File: config.mk
export PLATFORM = sky130hd
export DESIGN_NAME = word_addr_pointer
export DESIGN_NICKNAME = d
export VERILOG_FILES = /design/src/rtl/addr_ptr_pkg.sv /design/src/rtl/ptr_op_decode.sv /design/src/rtl/ptr_page_step.sv /design/src/rtl/ptr_array_step.sv /design/src/rtl/word_addr_pointer.sv
export SDC_FILE = /design/constraint.sdc
export NUM_CORES = 1
export LEC_CHECK = 0
export ABC_CLOCK_PERIOD_IN_PS = 2100
export BUFFER_PORTS_ARGS = -buffer_cell sky130_fd_sc_hd__buf_2
export CELL_PAD_IN_SITES_DETAIL_PLACEMENT = 1
export CELL_PAD_IN_SITES_GLOBAL_PLACEMENT = 2
export CORE_ASPECT_RATIO = 1.5
export CORE_MARGIN = 3
export CORE_UTILIZATION = 25
export CTS_CLUSTER_DIAMETER = 40
export DETAILED_ROUTE_END_ITERATION = 6
export PLACE_DENSITY = 0.72
export SYNTH_ARGS = -nofsm -noshare
export SYNTH_HDL_FRONTEND = slang
export SYNTH_SLANG_ARGS = --single-unit
File: constraint.sdc
create_clock -name clk -period 2.1 [get_ports clk]
set_input_delay 0 -clock clk [delete_from_list [all_inputs] [get_ports clk]]
set_output_delay 0 -clock clk [all_outputs]
set_load 0.1 [all_outputs]
File: src/rtl/addr_ptr_pkg.sv
package addr_ptr_pkg;

    localparam int unsigned DEF_ADDR_W = 16;
    localparam int unsigned DEF_PAGE_W = 7;

    typedef enum logic [1:0] {
        OP_HOLD    = 2'd0,
        OP_LOAD    = 2'd1,
        OP_WR_STEP = 2'd2,
        OP_RD_STEP = 2'd3
    } ptr_op_e;

endpackage

File: src/rtl/ptr_op_decode.sv
module ptr_op_decode
    import addr_ptr_pkg::*;
(
    input  logic    load,
    input  logic    wr_step,
    input  logic    rd_step,
    output ptr_op_e op
);

    // Priority: load, then write step, then read step.
    always_comb begin
        if (load) begin
            op = OP_LOAD;
        end else if (wr_step) begin
            op = OP_WR_STEP;
        end else if (rd_step) begin
            op = OP_RD_STEP;
        end else begin
            op = OP_HOLD;
        end
    end

endmodule

File: src/rtl/ptr_page_step.sv
module ptr_page_step #(
    parameter int unsigned ADDR_W = 16,
    parameter int unsigned PAGE_W = 7
) (
    input  logic [ADDR_W-1:0] cur,
    output logic [ADDR_W-1:0] nxt
);

    localparam int unsigned ROW_W = ADDR_W - PAGE_W;

    logic [PAGE_W-1:0] offset_inc;

    // Only the in-page offset counts; the carry out of it is dropped.
    assign offset_inc = cur[PAGE_W-1:0] + {{(PAGE_W-1){1'b0}}, 1'b1};

    generate
        if (ROW_W > 0) begin : g_row
            assign nxt = {cur[ADDR_W-1:PAGE_W], offset_inc};
        end else begin : g_flat
            assign nxt = offset_inc;
        end
    endgenerate

endmodule

File: src/rtl/ptr_array_step.sv
module ptr_array_step #(
    parameter int unsigned ADDR_W = 16
) (
    input  logic [ADDR_W-1:0] cur,
    output logic [ADDR_W-1:0] nxt
);

    // Modulo 2**ADDR_W: the top address wraps to zero.
    assign nxt = cur + {{(ADDR_W-1){1'b0}}, 1'b1};

endmodule

File: src/rtl/word_addr_pointer.sv
module word_addr_pointer
    import addr_ptr_pkg::*;
#(
    parameter int unsigned ADDR_W = DEF_ADDR_W,
    parameter int unsigned PAGE_W = DEF_PAGE_W
) (
    input  logic              clk,
    input  logic              rst,
    input  logic              load,
    input  logic [ADDR_W-1:0] load_addr,
    input  logic              wr_step,
    input  logic              rd_step,
    output logic [ADDR_W-1:0] addr
);

    ptr_op_e           op;
    logic [ADDR_W-1:0] ptr_q;
    logic [ADDR_W-1:0] ptr_d;
    logic [ADDR_W-1:0] page_nxt;
    logic [ADDR_W-1:0] array_nxt;

    ptr_op_decode u_decode (
        .load    (load),
        .wr_step (wr_step),
        .rd_step (rd_step),
        .op      (op)
    );

    ptr_page_step #(
        .ADDR_W (ADDR_W),
        .PAGE_W (PAGE_W)
    ) u_page_step (
        .cur (ptr_q),
        .nxt (page_nxt)
    );

    ptr_array_step #(
        .ADDR_W (ADDR_W)
    ) u_array_step (
        .cur (ptr_q),
        .nxt (array_nxt)
    );

    always_comb begin
        unique case (op)
            OP_LOAD:    ptr_d = load_addr;
            OP_WR_STEP: ptr_d = page_nxt;
            OP_RD_STEP: ptr_d = array_nxt;
            default:    ptr_d = ptr_q;
        endcase
    end

    always_ff @(posedge clk) begin
        if (rst) begin
            ptr_q <= '0;
        end else begin
            ptr_q <= ptr_d;
        end
    end

    assign addr = ptr_q;

endmodule

== Word-level counts from Yosys, hierarchy flattened ==
Cells that the tools add are included.

* Bits in registers: 16
* Bits of input ports: 21
* Output and inout port bits: 16
* Logic and storage cells: 15

* Add/subtract/negate cells: 2
* Eq/ne operators: 3
* Mux-type cells: 4
* Bitwise gates (word level): 1
* Reductions and logical operators: 3

{| class="wikitable"
|+ Operator list
! kind !! count
|-
| 16-bit one-hot mux with 3 select lines || 1
|-
| 16-bit by 1-bit adder with 16-bit output, second input constant || 1
|-
| 7-bit by 1-bit adder with 7-bit output, second input constant || 1
|-
| 2-bit two-way mux || 3
|-
| 2-bit equality test, second input constant || 2
|-
| 3-bit nonzero test || 1
|-
| 2-bit by 1-bit equality test with 1-bit output, second input constant || 1
|-
| 2-bit AND reduction || 1
|-
| 2-bit nonzero test || 1
|-
| 1-bit inverter || 1
|}

== Depth between registers and ports, before layout ==
Gate-level depths: netlist of the first run.

* Depth in word-level cells: 6
* Mapped depth: 5
* Gate-level depth less buffers: 5

== Hierarchy ==
Synthesis of the first run repeated with hierarchy kept, for this count alone.

* Cells, all modules: 142
* Area, all modules: 1308.8 um^2

{| class="wikitable"
|+ By module, submodules not included
! module !! times used !! cells an instance !! area an instance (um^2) !! seq. area each (um^2)
|-
| word_addr_pointer || 1 || 74 || 827.0 || 320.3
|-
| ptr_array_step || 1 || 43 || 297.8 || 0.0
|-
| ptr_page_step || 1 || 21 || 165.2 || 0.0
|-
| ptr_op_decode || 1 || 4 || 18.8 || 0.0
|}

== Worst setup path before layout of the first run ==
No wires, ideal clock.

* Path kind: register -> register
* Start: register ptr_q[2], in the netlist addr[2]
* End: register ptr_q[15], in the netlist addr[15]
* Setup time: 0.091 ns
* Arrival: 2.619 ns
* Required time: 2.009 ns
* Path slack: -0.610 ns
* Cell stages (with the launch flop): 5
* Buffers on the path: 0
* Period minus slack after synthesis: 2.710 ns
* Cell sequence: dfxtp_1 > nand3_1 > or4_4 > or4_1 > a311oi_1

* Longest elaborated chain between the ends: 2

{| class="wikitable"
|+ Ends and longest elaborated chain
! item !! line !! RTL
|-
| from (decl) || word_addr_pointer.sv:17 || <nowiki>logic [ADDR_W-1:0] ptr_q;</nowiki>
|-
| from (signal assigned) || word_addr_pointer.sv:57 || <nowiki>ptr_q <= ptr_d;</nowiki>
|-
| 16-bit by 1-bit adder with 16-bit output || ptr_array_step.sv:9 || <nowiki>assign nxt = cur + {{(ADDR_W-1){1'b0}}, 1'b1};</nowiki>
|-
| 16-bit one-hot mux with 3 select lines || word_addr_pointer.sv:45 || <nowiki>unique case (op)</nowiki>
|}

Every way passes these cells.
A chain may end at the register's enable or synchronous reset.

== Worst setup path in the final report of the first run ==
* Start: register ptr_q[5], in the netlist addr[5]
* End: register ptr_q[15], in the netlist addr[15]

The elaborated chain is that of the path after synthesis.

==> results of run 1 <==
==> final timing paths <==
| check | depth (start not counted) | slack (ns) | to | startpoint |
|---|---|---|---|---|
| worst max-delay path | 4 | 0.20 | addr[15] | addr[5] |
| worst min-delay path | 3 | 0.007 | addr[13] | load_addr[13] |
| worst max register to register | 4 | 0.20 | addr[15] | addr[5] |
| worst min register to register | 2 | 0.51 | addr[15] | addr[15] |
==> per-stage QoR <==
stage | cells | setup WS [ns] | utilization (%) | total power, uW | hold WS (ns)
final | 197 | 0.197 | 37.1 | 904 | 0.00718
after CTS | 197 | 0.184 | 37.1 | 921 | 0.00366
after detailed placement | 187 | 0.195 | 33.8 | 632 | 0.237
after global placement | 187 | 0.228 | 33.8 | 628 | 0.229
after global routing | 197 | 0.0706 | 37.1 | 957 | 0.0233
after floorplan | 111 | 0.0155 | - | 569 | 0.0721
==> metal layers <==
metal  GRT usage [%]  part of all wire [%]
met1            16.2                    39
met4            5.11                  0.68
met3            2.43                   5.1
met5               0                     0
met2            26.2                    55
==> area by class of cell <==
cell class | count | area [sq um]
well taps | 42 | 52.6
multi-input cells | 87 | 552
clock buffers | 4 | 55.1
fillers | 437 | 2170
inverters | 4 | 15.0
flip-flops and latches | 16 | 350
repair buffers | 44 | 255
==> power groups by stage <==
| stage | clock [uW] | combinational (uW) | sequential [uW] |
|---|---|---|---|
| after floorplan | 0 | 59.8 | 509 |
| after global placement | 0 | 269 | 359 |
| after detailed placement | 0 | 272 | 360 |
| after CTS | 287 | 281 | 353 |
| after global routing | 302 | 298 | 358 |
| final | 273 | 278 | 353 |
==> worst max-delay path, delay by kind of cell (launching register included) <==
kind / cells / cell delay [ns]
and+or+nand+nor: 3 / 1.21
AOI/OAI and AO/OA: 1 / 0.24
DFF: 1 / 0.37
==> cells by family (layout without fill, tap and decap cells) <==
| family | Yosys count | count (layout) | synth area share (%) |
|---|---|---|---|
| AO/OA/AOI/OAI | 21 | 21 | 16.0 |
| adder cells (fa/ha/maj) | 1 | 1 | 1.39 |
| XOR/XNOR | 11 | 11 | 10.7 |
| buffers and inverters | 8 | 52 | 3.33 |
| multiplexers | 2 | 2 | 2.36 |
| flip-flops | 16 | 16 | 35.5 |
| AND/OR/NAND/NOR | 52 | 52 | 30.8 |
==> cell usage after synthesis <==
master,number
a311oi_1,1
ha_1,1
a31oi_1,1
mux2i_1,1
or4_1,1
or4_4,1
o21ai_0,2
nor4_1,6
nor2_1,10
dfxtp_1,16
a21oi_1,6
inv_1,4
mux2_2,1
nor3_1,5
nand4_1,5
nand4b_4,1
nand2b_1,1
o211a_1,1
a2111oi_0,1
xnor2_1,11
o31ai_1,1
or3_1,1
a211oi_1,6
nor2b_1,2
nor3b_1,1
o2111ai_1,2
clkbuf_1,4
nand3_1,3
nand2_1,15
==> flow_summary.yaml, run 1 <==
hold_path:
  hp-class: "in2reg"
synthesis:
  postSynthAreaPerCell_sq_um: 8.13
  synth_top_area_share_pct: 35.5
  synth_nets: 133
  yosys_warnings: 0
  synth.area.top_cells: "dfxtp_1 36%, xnor2_1 11%, nand2_1 6.2%"
  synth_area_sq_um: 902
  synth.distinct_cells: 29
  synth_seq_cells: 16
  ys_seq_area_share_pct: 35.5
  synth_top_area_cell: "dfxtp_1"
  synthCells: 111
power_and_ir_drop:
  swShare_pct: 38.6
  ir_drop_mv: 0.325
  combPwrFrac_pct: 30.7
  intPower_uw: 555
  pwr-share-clk_pct: 30.2
  seqPwrFrac_pct: 39.1
  p_switching_uw: 349
  powerDensity_mw_per_mm2: 706
  leakagePower_uw: 0.000522
cts:
  cts_max_path_buffers: 2
  cts_hold_buf: 6
  cts_sinks: 16
  post-cts-setup-buffers: 0
  cts_resized: 0
  clock-root-buffer: "clkbuf_8"
  insertion_delay_ns: 0.25
  tritoncts: "yes"
  htree_levels: 1
  clkTransAtPathRegs_ns: 0.07
  cts_buffers: 3
timing:
  maxSlewHeadroom_pct: 54.0
  min_period_ns: 1.90
  hold_viol_final: 0
  setup_viol: 0
  rsz0062_at_grt: "false"
  tns_ns: 0
  clock.fmax_mhz: 525
  worst_pin_slew_ns: 0.689
  post-route-period-util_pct: 90.6
  finClkSkew_ns: 0.00467
  finalMaxSlewViolations: 0
routing:
  totalWireLength_mm: 2.78
  drtPass1Iterations: 4
  drc: 0
  drtIter0Drc: 11
  drtAntennaViolNets: 0
  vias: 1013
  routed_via_density: 5.14
  wl_per_cell_um: 14.1
finish:
  antenna_cells: 0
  nets: 178
  syn2layout_area_growth_pct: 41.9
  largest_register_ffs: 16
  design_area_sq_mm: 0.00128
  mostFrequentLayoutCells: "36 x buf_2, 15 x nand2_1, 11 x xnor2_1"
  drive_gt1_share_pct: 34.2
  layout_commonest_cell: "buf_2"
critical_path:
  cp-start-kind: "flop"
  cp_cell_sequence: "nand4b_4 -> or4_4 -> or4_1 -> a311oi_1"
  critPathMaxStageDelay_ns: 0.54
  criticalPathCategory: "reg2reg"
  crit_path_end_kind: "flop"
  cpMaxStageDelayCell: "or4_4"
  cp.arrival_ns: 2.07
  crit_fanout: 8
  required_ns: 2.26
run:
  cap_viol_max_count: 0
die:
  chipWidth_um: 55.0
  initial_utilization_pct: 26.2
  die_area_sq_mm: 0.00438
  io_pins: 37
  num_rows: 26
  core_sq_mm: 0.00345
  die_y_um: 79.6
global_routing:
  overflow: 0
  antenna_found_initial: 0
  grt_pass1_wl_mm: 4.73
  grt_max_degree: 24
  first_global_vias: 1015
  grt_usage_pct: 14.5
place:
  numPortBuffers: 36
  place_area_sq_mm: 0.00116
  dpl.hpwl_mm: 2.16
  gp_congestion: 0.817
run_status:
  outcome: "finished clean"
No activity file was read; power rests on OpenSTA's default activity.
==> inputs of run 2 (changes only) <==
--- a/config.mk
+++ b/config.mk
@@ -12,9 +12,9 @@
 export CORE_ASPECT_RATIO = 1.5
 export CORE_MARGIN = 3
 export CORE_UTILIZATION = 25
-export CTS_CLUSTER_DIAMETER = 40
 export DETAILED_ROUTE_END_ITERATION = 6
 export PLACE_DENSITY = 0.72
+export REMOVE_ABC_BUFFERS = 1
 export SYNTH_ARGS = -nofsm -noshare
 export SYNTH_HDL_FRONTEND = slang
 export SYNTH_SLANG_ARGS = --single-unit
==> flow_summary.yaml, run 2 (same netlist as run 1, synthesis figures left out) <==
run_status:
  outcome: "finished with violations"
  violations: "hold timing"
timing:
  hold_viol_final: 1
  finalMaxSlewViolations: 0
  post-route-period-util_pct: 93.1
  rsz0062_at_grt: "false"
  layout_setup_ws_ns: 0.144
  finClkSkew_ns: 0.00608
  maxSlewHeadroom_pct: 54.9
  setup_viol: 0
  clock.fmax_mhz: 511
  worst_pin_slew_ns: 0.675
  min_period_ns: 1.96
  hold_ws_ns: -0.00557
critical_path:
  cp-start-kind: "flop"
  crit_fanout: 4
  criticalPathCategory: "reg2reg"
  crit_path_end_kind: "flop"
  required_ns: 2.26
  cp.arrival_ns: 2.12
cts:
  htree_levels: 1
  post-cts-setup-buffers: 0
  tritoncts: "yes"
  insertion_delay_ns: 0.25
  cts_hold_buf: 3
  cts_max_path_buffers: 2
  clkTransAtPathRegs_ns: 0.07
  cts_resized: 0
  cts_buffers: 3
  clock-root-buffer: "clkbuf_8"
  cts_sinks: 16
finish:
  design_area_sq_mm: 0.00123
  drive_gt1_share_pct: 30.5
  fill_cells: 465
  nets: 178
  final_cells: 196
  syn2layout_area_growth_pct: 36.2
  largest_register_ffs: 16
  antenna_cells: 0
  mostFrequentLayoutCells: "36 x buf_2, 16 x dfxtp_1, 15 x nand2_1"
  layout_commonest_cell: "buf_2"
die:
  num_rows: 26
  chipWidth_um: 55.0
  die_area_sq_mm: 0.00438
  core_sq_mm: 0.00345
  die_y_um: 79.6
  initial_utilization_pct: 26.2
  io_pins: 37
place:
  place_area_sq_mm: 0.00116
  gp_congestion: 0.747
  dpl.hpwl_mm: 2.13
  preCtsSetupSlack_ns: 0.109
  numPortBuffers: 36
  dp.cells: 190
run:
  cap_viol_max_count: 0
global_routing:
  grt_usage_pct: 13.8
  grt_pass1_wl_mm: 4.51
  first_global_vias: 963
  grt_max_degree: 24
  antenna_found_initial: 0
  overflow: 0
routing:
  drtAntennaViolNets: 0
  totalWireLength_mm: 2.70
  drtIter0Drc: 8
  routed_via_density: 4.91
  drtPass1Iterations: 4
  wl_per_cell_um: 13.8
  vias: 962
  drc: 0
hold_path:
  hp-class: "in2reg"
power_and_ir_drop:
  leakagePower_uw: 0.000512
  ir_drop_mv: 0.284
  powerDensity_mw_per_mm2: 707
-- run 2: cell count changes in the layout (fill, tap and decap cells not counted) --
cell,delta
dfxtp_4,-8
dlygate4sd3_1,-3
buf_4,+3
dfxtp_1,+8
clkbuf_8,-1
-- run 2: final cells by class --
class	count	area [sq um]	share of cell area [%]
Inverter	4	15.0	1.22
Timing Repair Buffer	44	248	20.2
Sequential cell	16	320	26.1
Clock buffer	3	41.3	3.36
Tap cell	42	52.6	4.28
Multi-Input combinational cell	87	552	44.9
-- run 2: report_power, final --
part	internal, uW	switching [uW]
Combinational	65.8	214
Clock	127	110
Sequential	325	27.1
-- run 2: metal layers --
| layer | GRT usage [%] | routed length (um) | vias up |
|---|---|---|---|
| li1 | - | - | 495 |
| met1 | 16.3 | 1100 | 451 |
| met2 | 23.8 | 1480 | 14 |
| met3 | 1.87 | 77 | 2 |
| met4 | 5.84 | 37 | 0 |
| met5 | 0 | 0 | - |
-- run 2: metrics by stage --
step / power [uW] / util, % / setup TNS [ns]
6_report: 869 / 35.6 / 0
5_1_grt: 906 / 35.6 / 0
4_1_cts: 879 / 35.6 / 0
3_5_place_dp: 638 / 33.6 / 0
3_3_place_gp: 634 / 33.6 / 0
2_1_floorplan: 566 / - / -1.25
-- run 2: path summary, 6_finish.rpt --
kind | start | cells past startpoint | endpoint | slack (ns)
max | addr[5] | 4 | addr[15] | 0.14
min | load_addr[13] | 3 | addr[13] | -0.006
max reg2reg | addr[5] | 4 | addr[15] | 0.14
min reg2reg | addr[15] | 2 | addr[15] | 0.52
-- run 2: critical path, stage by stage, from the launching register on --
cell and delay [ns]:
dfxtp_1 0.44, nand4b_4 0.12, or4_4 0.53, or4_1 0.51, a311oi_1 0.27
==> inputs of run 3 (changes only) <==
--- a/config.mk
+++ b/config.mk
@@ -13,7 +13,7 @@
 export CORE_MARGIN = 3
 export CORE_UTILIZATION = 25
 export DETAILED_ROUTE_END_ITERATION = 6
-export PLACE_DENSITY = 0.72
+export PLACE_DENSITY = 0.85
 export REMOVE_ABC_BUFFERS = 1
 export SYNTH_ARGS = -nofsm -noshare
 export SYNTH_HDL_FRONTEND = slang
==> flow_summary.yaml, run 3 (same netlist as run 1, synthesis figures left out) <==
timing:
  finClkSkew_ns: 0.00267
  clock.fmax_mhz: 511
  hold_viol_final: 0
  finalMaxSlewViolations: 0
  min_period_ns: 1.96
  setup_viol: 0
  maxSlewHeadroom_pct: 52.0
  layout_setup_ws_ns: 0.143
  post-route-period-util_pct: 93.2
  worst_pin_slew_ns: 0.719
  rsz0062_at_grt: "false"
  hold_ws_ns: 0.0429
place:
  dpl.hpwl_mm: 2.04
  gp_congestion: 0.849
  preCtsSetupSlack_ns: 0.0797
  place_area_sq_mm: 0.00115
  numPortBuffers: 36
critical_path:
  required_ns: 2.26
  r2r_end: "addr[15]"
  criticalPathCategory: "reg2reg"
  rr_worst_depth: 4
  crit_fanout: 8
  cp-endpoint: "addr[15]"
  rrSetupSlack_ns: 0.14
  r2r-start: "addr[6]"
  crit_path_end_kind: "flop"
  crit_start: "addr[6]"
  cp-start-kind: "flop"
  cp.arrival_ns: 2.12
cts:
  post-cts-setup-buffers: 0
  insertion_delay_ns: 0.25
  cts_buffers: 3
  clkTransAtPathRegs_ns: 0.06
  tritoncts: "yes"
  cts_max_path_buffers: 2
  htree_levels: 1
  clock-root-buffer: "clkbuf_8"
  cts_sinks: 16
global_routing:
  grt_max_degree: 24
  grt_pass1_wl_mm: 4.64
  overflow: 0
  first_global_vias: 1002
  grt_usage_pct: 14.1
  antenna_found_initial: 0
run_status:
  outcome: "finished clean"
routing:
  vias: 995
  wl_met1_mm: 1.15
  drtIter0Drc: 10
  wl_met2_mm: 1.48
  drc: 0
  wl_per_cell_um: 13.9
  routed_via_density: 5.00
  drtAntennaViolNets: 0
  drtPass1Iterations: 4
  routed.top_layer: "met4"
  dr_wl_met3_um: 79
  totalWireLength_mm: 2.76
finish:
  design_area_sq_mm: 0.00126
  fill_cells: 463
  antenna_cells: 0
  drive_gt1_share_pct: 29.9
  largest_register_ffs: 16
  layout_commonest_cell: "buf_2"
  mostFrequentLayoutCells: "36 x buf_2, 15 x nand2_1, 15 x dfxtp_1"
  nets: 181
  multi_input_area_sq_um: 552
  seq_area_sq_um: 322
  syn2layout_area_growth_pct: 39.9
power_and_ir_drop:
  leakagePower_uw: 0.000525
  powerDensity_mw_per_mm2: 688
  ir_drop_mv: 0.268
die:
  chipWidth_um: 55.0
  io_pins: 37
  die_y_um: 79.6
  num_rows: 26
  core_sq_mm: 0.00345
  die_area_sq_mm: 0.00438
  initial_utilization_pct: 26.2
hold_path:
  hp-class: "in2reg"
run:
  cap_viol_max_count: 0
run 3: critical path, cell delays in order (launching register included):
cell      delay [ns]
dfxtp_1         0.40
nand4b_4        0.17
or4_4           0.55
or4_1           0.51
a311oi_1        0.24
run 3: layer usage:
| layer | GRT usage [%] | vias up |
|---|---|---|
| li1 | - | 506 |
| met1 | 16.8 | 468 |
| met2 | 24.1 | 17 |
| met3 | 1.31 | 4 |
| met4 | 6.57 | 0 |
| met5 | 0 | - |
run 3: timing repair:
item                                    CTS  global route
endpoints found under the setup margin    0             1
hold buffers                              6             1
hold endpoints to repair                  6             1
resized for setup                         0             1
run 3: where the power goes:
| group | leakage [uW] | internal [uW] | switching, uW |
|---|---|---|---|
| logic | 0.000370 | 70.3 | 216 |
| clock network | 0.0000216 | 127 | 102 |
| registers | 0.000133 | 326 | 27.6 |
run 3: cell type report:
class,instances,share of cell area [%]
flip-flops and latches,16,25.5
repair buffers,47,22.2
inverters,4,1.19
clock buffers,3,3.27
multi-input cells,87,43.7
well taps,42,4.16
run 3: worst min-delay path by stage:
stage | endpoint | startpoint | cells after the start | slack (ns)
global placement | addr[14] | load_addr[14] | 2 | 0.24
detailed placement | addr[14] | load_addr[14] | 2 | 0.25
floorplan | addr[0] | rst | 1 | 0.07
CTS | addr[2] | load_addr[2] | 3 | 0.005
global route | addr[8] | load_addr[8] | 3 | 0.05
finish | addr[11] | load_addr[11] | 3 | 0.04
run 3: per-stage QoR:
step,util [%],setup TNS (ns),std cells,power [uW]
after floorplan,-,-1.25,107,566
after detailed placement,33.3,0,189,637
final,36.6,0,199,868
after CTS,36.3,0,198,878
after global routing,36.6,0,199,919
after global placement,33.3,0,189,632
